<file path="src/rtl/ibrk_pkg.sv">
// Shared constants and types for the instruction breakpoint unit.
// Assumes a 32-bit fetch address and an 8-bit address-space identifier.
package ibrk_pkg;
    parameter int ADDR_W  = 32;
    parameter int ASID_W  = 8;
    parameter int DATA_W  = 32;
    parameter int SEL_W   = 2;

    localparam logic [SEL_W-1:0] SEL_CTRL = 2'd0;
    localparam logic [SEL_W-1:0] SEL_ADDR = 2'd1;
    localparam logic [SEL_W-1:0] SEL_MASK = 2'd2;
    localparam logic [SEL_W-1:0] SEL_ASID = 2'd3;

    typedef struct packed {
        logic              en;
        logic              asid_use;
        logic [ADDR_W-1:0] addr;
        logic [ADDR_W-1:0] mask;
        logic [ASID_W-1:0] asid;
    } ibrk_cfg_t;
endpackage

</file>
<file path="src/rtl/ibrk_channel.sv">
// One breakpoint channel: holds its configuration registers and flags a
// combinational hit for the current fetch. Assumes the write strobe is
// already decoded for this channel.
module ibrk_channel
    import ibrk_pkg::*;
(
    input  logic              clk,
    input  logic              rst_n,
    input  logic              wr_en,
    input  logic [SEL_W-1:0]  wr_sel,
    input  logic [DATA_W-1:0] wdata,
    input  logic              fetch_valid,
    input  logic [ADDR_W-1:0] fetch_addr,
    input  logic [ASID_W-1:0] cur_asid,
    output ibrk_cfg_t         cfg,
    output logic              hit
);
    logic addr_ok;
    logic asid_ok;

    // Register writes into the selected configuration field.
    always_ff @(posedge clk) begin
        if (!rst_n) begin
            cfg <= '0;
        end else if (wr_en) begin
            case (wr_sel)
                SEL_CTRL: begin
                    cfg.en       <= wdata[0];
                    cfg.asid_use <= wdata[1];
                end
                SEL_ADDR: cfg.addr <= wdata[ADDR_W-1:0];
                SEL_MASK: cfg.mask <= wdata[ADDR_W-1:0];
                default:  cfg.asid <= wdata[ASID_W-1:0];
            endcase
        end
    end

    // Masked address compare (bit 0 is the mode flag) and identifier filter.
    always_comb begin
        addr_ok = (((fetch_addr ^ cfg.addr) & ~cfg.mask) == '0);
        asid_ok = !cfg.asid_use || (cur_asid == cfg.asid);
        hit     = fetch_valid && cfg.en && addr_ok && asid_ok;
    end

    a_r5_gated_off: assert property (@(posedge clk) disable iff (!rst_n)
        (!fetch_valid || !cfg.en) |-> !hit);
    a_r4_asid_filter: assert property (@(posedge clk) disable iff (!rst_n)
        (cfg.asid_use && (cur_asid != cfg.asid)) |-> !hit);
endmodule

</file>
<file path="src/rtl/ibrk_status.sv">
// Sticky per-channel match bits with write-one-to-clear, and the registered
// break request. Assumes hits arrive combinationally in the same cycle.
module ibrk_status #(
    parameter int NUM_CH = 4
) (
    input  logic              clk,
    input  logic              rst_n,
    input  logic [NUM_CH-1:0] hit,
    input  logic              clr_en,
    input  logic [NUM_CH-1:0] clr_bits,
    output logic [NUM_CH-1:0] sticky,
    output logic              brk_req
);
    logic [NUM_CH-1:0] clr_mask;

    // Effective clear vector for this cycle.
    always_comb clr_mask = clr_en ? clr_bits : '0;

    // Sticky bits: new matches win over a simultaneous clear.
    always_ff @(posedge clk) begin
        if (!rst_n) sticky <= '0;
        else        sticky <= (sticky & ~clr_mask) | hit;
    end

    // Break request registered once from the OR of this cycle's hits.
    always_ff @(posedge clk) begin
        if (!rst_n) brk_req <= 1'b0;
        else        brk_req <= |hit;
    end

    a_r7_bits_hold: assert property (@(posedge clk) disable iff (!rst_n)
        1'b1 |=> ((($past(sticky) & ~$past(clr_mask)) & ~sticky) == '0));
    a_r7_match_sets: assert property (@(posedge clk) disable iff (!rst_n)
        1'b1 |=> ((sticky & $past(hit)) == $past(hit)));
endmodule

</file>
<file path="src/rtl/ibrk_unit.sv">
// Instruction address breakpoint unit top: decodes the register port,
// instantiates the channels and the status logic, and muxes read data.
// Assumes single-cycle register writes and a combinational read path.
module ibrk_unit
    import ibrk_pkg::*;
#(
    parameter int NUM_CH  = 4,
    parameter bit HAS_TLB = 1'b1
) (
    input  logic        clk,
    input  logic        rst_n,
    input  logic        fetch_valid,
    input  logic [31:0] fetch_addr,
    input  logic [7:0]  cur_asid,
    input  logic        reg_wr,
    input  logic [4:0]  reg_addr,
    input  logic [31:0] reg_wdata,
    output logic [31:0] reg_rdata,
    output logic        brk_req
);
    localparam int CH_W   = $clog2(NUM_CH);
    localparam int RA_MSB = CH_W + SEL_W;

    ibrk_cfg_t          cfg [NUM_CH];
    logic [NUM_CH-1:0]  hit;
    logic [NUM_CH-1:0]  sticky;
    logic               is_chan;
    logic [CH_W-1:0]    ch_idx;
    logic [SEL_W-1:0]   sel;
    logic               status_wr;

    // Split the register address into region, channel and field.
    always_comb begin
        is_chan   = reg_addr[RA_MSB];
        ch_idx    = reg_addr[RA_MSB-1:SEL_W];
        sel       = reg_addr[SEL_W-1:0];
        status_wr = reg_wr && !is_chan;
    end

    for (genvar i = 0; i < NUM_CH; i++) begin : g_ch
        ibrk_channel u_ch (
            .clk         (clk),
            .rst_n       (rst_n),
            .wr_en       (reg_wr && is_chan && (ch_idx == CH_W'(i))),
            .wr_sel      (sel),
            .wdata       (reg_wdata),
            .fetch_valid (fetch_valid),
            .fetch_addr  (fetch_addr),
            .cur_asid    (cur_asid),
            .cfg         (cfg[i]),
            .hit         (hit[i])
        );
    end

    ibrk_status #(.NUM_CH(NUM_CH)) u_status (
        .clk      (clk),
        .rst_n    (rst_n),
        .hit      (hit),
        .clr_en   (status_wr),
        .clr_bits (reg_wdata[NUM_CH-1:0]),
        .sticky   (sticky),
        .brk_req  (brk_req)
    );

    // Read mux: status word or one field of the selected channel.
    always_comb begin
        reg_rdata = '0;
        if (!is_chan) begin
            reg_rdata[30]            = HAS_TLB;
            reg_rdata[27:24]         = 4'(NUM_CH);
            reg_rdata[NUM_CH-1:0]    = sticky;
        end else begin
            case (sel)
                SEL_CTRL: reg_rdata[1:0]        = {cfg[ch_idx].asid_use, cfg[ch_idx].en};
                SEL_ADDR: reg_rdata[ADDR_W-1:0] = cfg[ch_idx].addr;
                SEL_MASK: reg_rdata[ADDR_W-1:0] = cfg[ch_idx].mask;
                default:  reg_rdata[ASID_W-1:0] = cfg[ch_idx].asid;
            endcase
        end
    end

    a_r6_req_after_hit: assert property (@(posedge clk) disable iff (!rst_n)
        (|hit) |=> brk_req);
    a_r6_quiet_after_miss: assert property (@(posedge clk) disable iff (!rst_n)
        !(|hit) |=> !brk_req);
    a_r9_asid_upper_zero: assert property (@(posedge clk) disable iff (!rst_n)
        (is_chan && sel == SEL_ASID) |-> (reg_rdata[31:ASID_W] == '0));
endmodule

</file>
<file path="config.mk">
export PLATFORM = sky130hd
export DESIGN_NAME = ibrk_unit
export DESIGN_NICKNAME = d
export VERILOG_FILES = /design/src/rtl/ibrk_pkg.sv /design/src/rtl/ibrk_channel.sv /design/src/rtl/ibrk_status.sv /design/src/rtl/ibrk_unit.sv
export SDC_FILE = /design/constraint.sdc
export NUM_CORES = 1
export LEC_CHECK = 0
export ABC_CLOCK_PERIOD_IN_PS = 2800
export BUFFER_PORTS_ARGS = -buffer_cell sky130_fd_sc_hd__buf_2
export CORE_ASPECT_RATIO = 1.1
export CORE_MARGIN = 2
export CORE_UTILIZATION = 30
export CTS_CLUSTER_SIZE = 30
export DETAILED_ROUTE_END_ITERATION = 10
export PLACE_DENSITY = 0.56
export SKIP_CTS_REPAIR_TIMING = 1
export SLEW_MARGIN = 20
export SYNTH_ARGS = -nofsm -noshare
export SYNTH_HDL_FRONTEND = slang
export SYNTH_HIERARCHICAL = 1
export SYNTH_SLANG_ARGS = --single-unit
</file>
<file path="constraint.sdc">
create_clock -name clk -period 2.8 [get_ports clk]
set_input_delay 0.56 -clock clk [delete_from_list [all_inputs] [get_ports clk]]
set_output_delay 0.56 -clock clk [all_outputs]
set_load 0.01 [all_outputs]
</file>
==> qor.csv <==
stage;metric;value;unit
status;status;finished with violations;
status;violations;negative setup slack;
timing;tightest_slew;690;ps
critical_path;crit_arrival;2270;ps
clock_tree;numCtsBuffers;35;
floorplanning;core-area;52300;µm²
grt;grt_pass1_wl;88800;µm
yosys;synth_top_family_by_area;compound AO/OA/AOI/OAI gates;
yosys;synthXorXnorAreaFrac;0.0886;
placed_design;gp_congestion;0.878;
timing;finalSetupViolCount;1;
timing;post-route-period-util;1.01;
clock_tree;clock_sinks;301;
yosys;synth-seq-cells;301;
route;drc;0;
critical_path;crit_cells;8;
power;p_per_area;532;nW/µm²
route;dr.pass1.iters;5;
yosys;synthCells;1796;
power;ir_worst_vdd;433;µV
critical_path;r2r_cells;7;
floorplanning;pin_count;114;
yosys;synth_compound_area_frac;0.180;
route;wirelength;59600;µm
power;netSwitchingFraction;0.248;
grt;grtUsageTotal;0.215;
clock_tree;cts_buffer_depth;3;
critical_path;cpMostUsedCell;buf_2;
placed_design;numPortBuffers;113;
floorplanning;start_util;0.303;
route;avgViaCountPerCell;5.33;
critical_path;slowest_delay;370;ps
yosys;syn_nets;1881;
yosys;syn_avg_cell_area;8.81;µm²
power;power_frac_seq;0.439;
hold_path;min_path_type;input port to flip-flop;
grt;grt_overflow;0;
critical_path;worstSetupEndpointType;output port;
cells_and_area;nets;1968;
grt;grt_max_degree;92;
timing;slew_viol_final;0;
floorplanning;fp-row-count;88;
grt;grt_pass1_vias;13500;
yosys;yosys.area_share.simple;0.179;
floorplanning;die_w;223;µm
power;netSwitchingPower;2.46;mW
critical_path;startpoint_type;input port;
timing;skew;16.1;ps
timing;finalWorstSetupSlack;-31.4;ps
hold_path;hold_depth;3;
floorplanning;die_h;245;µm
cells_and_area;final_layout_size_suffix_gt1_frac;0.152;
timing;final_hold_viol_count;0;
power;total_leakage_power;6.36;nW
grt;grt_antenna_before_repair;6;
critical_path;path_cells;buf_2, inv_1, ha_1, nand2_1, o22ai_1, nor3_1, o2bb2ai_1, buf_2;
yosys;yosysUniqueCellTypes;37;
cells_and_area;fin_cells;2587;
clock_tree;clock_latency;550;ps
floorplanning;die_area;54600;µm²
power;power.share.clock;0.470;
route;drt_iter0_drc;1388;
yosys;synthMuxAreaShare;0.130;
cells_and_area;post-route-util;0.355;
power;internal_power;7.43;mW
clock_tree;cts_root_buffer;clkbuf_16;
route;vias;13800;
critical_path;critPathTopFamily;simple AND/OR/NAND/NOR gates;
power;p_comb_frac;0.090;
yosys;yosysSeqAreaShare;0.381;
cells_and_area;n_fill_cell;5288;
timing;grt_setup_unrepaired;false;
run;cap_viol_max_count;0;
clock_tree;h-tree-depth;2;
yosys;ys_warn_count;6;
yosys;synthAdderAreaFrac;0.00316;
critical_path;cp_slowest_cell;nor3_1;
clock_tree;clk_pin_slew;70;ps
route;postRouteAntennaNets;0;
placed_design;dp_hpwl;39100;µm
yosys;synth_area;15800;µm²
route;avgRoutedWirePerCell;23.0;µm
critical_path;cp_max_fo;8;
timing;fmax;0.353;GHz
timing;max-slew-margin-rel;0.540;
critical_path;cp_data_required_time;2240;ps
placed_design;dp_cells;2521;
critical_path;path_buf_inv;3;
timing;fin_crit;2830;ps
critical_path;path_class;input port to output port;
cells_and_area;area_growth;17.4;%
timing;holdWs;323;ps
clock_tree;tritoncts;done;
==> metal layers <==
metal,vias to the layer above,global-route usage,routed length (µm)
met5,-,0,11
met4,2,0.0693,1870
met3,99,0.0365,4410
met2,576,0.351,27600
met1,6759,0.289,25600
li1,6352,-,-
==> tightest hold or removal path: cells and delay by family <==
family,cells,cell delay (ps)
AO/OA/AOI/OAI,1,50
AND/OR/NAND/NOR,1,70
buffers and inverters,1,150
==> state kept, by name, indices dropped and copies added, names as in the netlist <==
name              count
g_ch.u_ch/cfg       296
u_status/brk_req      1
u_status/sticky       4
==> through the flow <==
step	power [mW]	cell area (µm²)	setup WS [ps]	setup TNS [ps]
after floorplan	4.90	15800	430	0
after global placement	5.31	17400	11.8	0
after detailed placement	5.32	17400	-27.6	-27.6
after CTS	9.96	18500	-35.9	-43.7
after global routing	10.2	18600	10.9	0
final	9.89	18600	-31.4	-31.4
==> area by class of cell <==
class                           instances  area [µm²]  area share
Sequential cell                       301        6030       0.324
Inverter                                9        33.8     0.00182
Antenna cell                            5        12.5    0.000673
Multi-Input combinational cell       1368        9240       0.498
Tap cell                              675         845      0.0455
Clock inverter                          8        67.6     0.00364
Clock buffer                           53        1090      0.0585
Timing Repair Buffer                  168        1260      0.0681
==> power by group through the flow <==
stage | logic [mW] | registers, mW | clock network [mW]
global placement | 0.872 | 4.44 | 0
global route | 0.944 | 4.34 | 4.89
detailed placement | 0.883 | 4.44 | 0
floorplan | 0.472 | 4.43 | 0
CTS | 0.885 | 4.34 | 4.73
finish | 0.895 | 4.34 | 4.65
==> cells in the mapped netlist (all sizes together) <==
master	n	area (µm²)
nand2	526	1970
dfxtp	301	6030
a21boi	256	1920
xnor2	128	1120
mux2i	76	761
o22ai	74	463
nor2	66	248
clkbuf	60	225
buf	58	345
mux4	56	1300
nor2b	41	257
xor2	32	280
a22oi	22	165
nand3	11	55.1
o21ai	10	50.1
inv	9	33.8
nor3	8	40.0
nor4	8	100
o2111ai	8	70.1
a2111oi	6	77.6
a31oi	4	25.0
and3b	4	35.0
ha	4	50.1
nand3b	4	30.0
nand4	4	25.0
nor3b	4	30.0
o22a	4	35.0
or2	4	25.0
nand2b	3	18.8
a21oi	2	10.0
o2bb2ai	2	17.5
o41a	1	11.3
==> kinds of logic after synthesis <==
logic type	after synthesis
buffers and inverters	127
flip-flops	301
AO/OA/AOI/OAI	389
XOR/XNOR	160
multiplexers	132
adder cells (fa/ha/maj)	4
AND/OR/NAND/NOR	683
==> cell usage in the layout, fill, tap and decap left out, types with 3 or more instances in the layout <==
cell | netlist | final
diode_2 | 0 | 5
mux2i_1 | 76 | 76
nor2b_1 | 41 | 41
o22ai_1 | 74 | 74
mux4_2 | 46 | 46
a31oi_1 | 4 | 4
a21boi_0 | 168 | 168
buf_4 | 2 | 35
nor2_1 | 66 | 62
or2_1 | 4 | 4
and3b_1 | 4 | 4
nand4_1 | 4 | 4
nand2_1 | 526 | 526
buf_2 | 48 | 110
o22a_1 | 4 | 4
a22oi_1 | 22 | 22
mux4_1 | 10 | 10
a2111oi_2 | 4 | 4
inv_1 | 9 | 9
xor2_1 | 32 | 32
a21boi_1 | 88 | 88
nand3b_1 | 4 | 4
ha_1 | 4 | 4
nand3_1 | 11 | 11
clkbuf_8 | 0 | 10
nor3_2 | 0 | 3
o2111ai_1 | 8 | 8
xnor2_1 | 128 | 128
o21ai_0 | 10 | 10
nor4_2 | 8 | 8
nor2_4 | 0 | 4
clkbuf_16 | 0 | 37
buf_12 | 0 | 22
nor3b_1 | 4 | 4
nor3_1 | 8 | 5
dfxtp_1 | 301 | 301
clkinv_2 | 0 | 6
clkbuf_1 | 60 | 6
==> worst paths after layout <==
kind                          endpoint  slack (ps)                 start
setup / recovery          reg_rdata[2]         -30           reg_addr[1]
hold / removal    g_ch[0].u_ch/cfg[33]         320         reg_wdata[25]
setup reg to reg    u_status/sticky[3]         640  g_ch[3].u_ch/cfg[69]
hold reg to reg   g_ch[0].u_ch/cfg[36]         470  g_ch[0].u_ch/cfg[36]
Power figures use the tool's default switching activity.
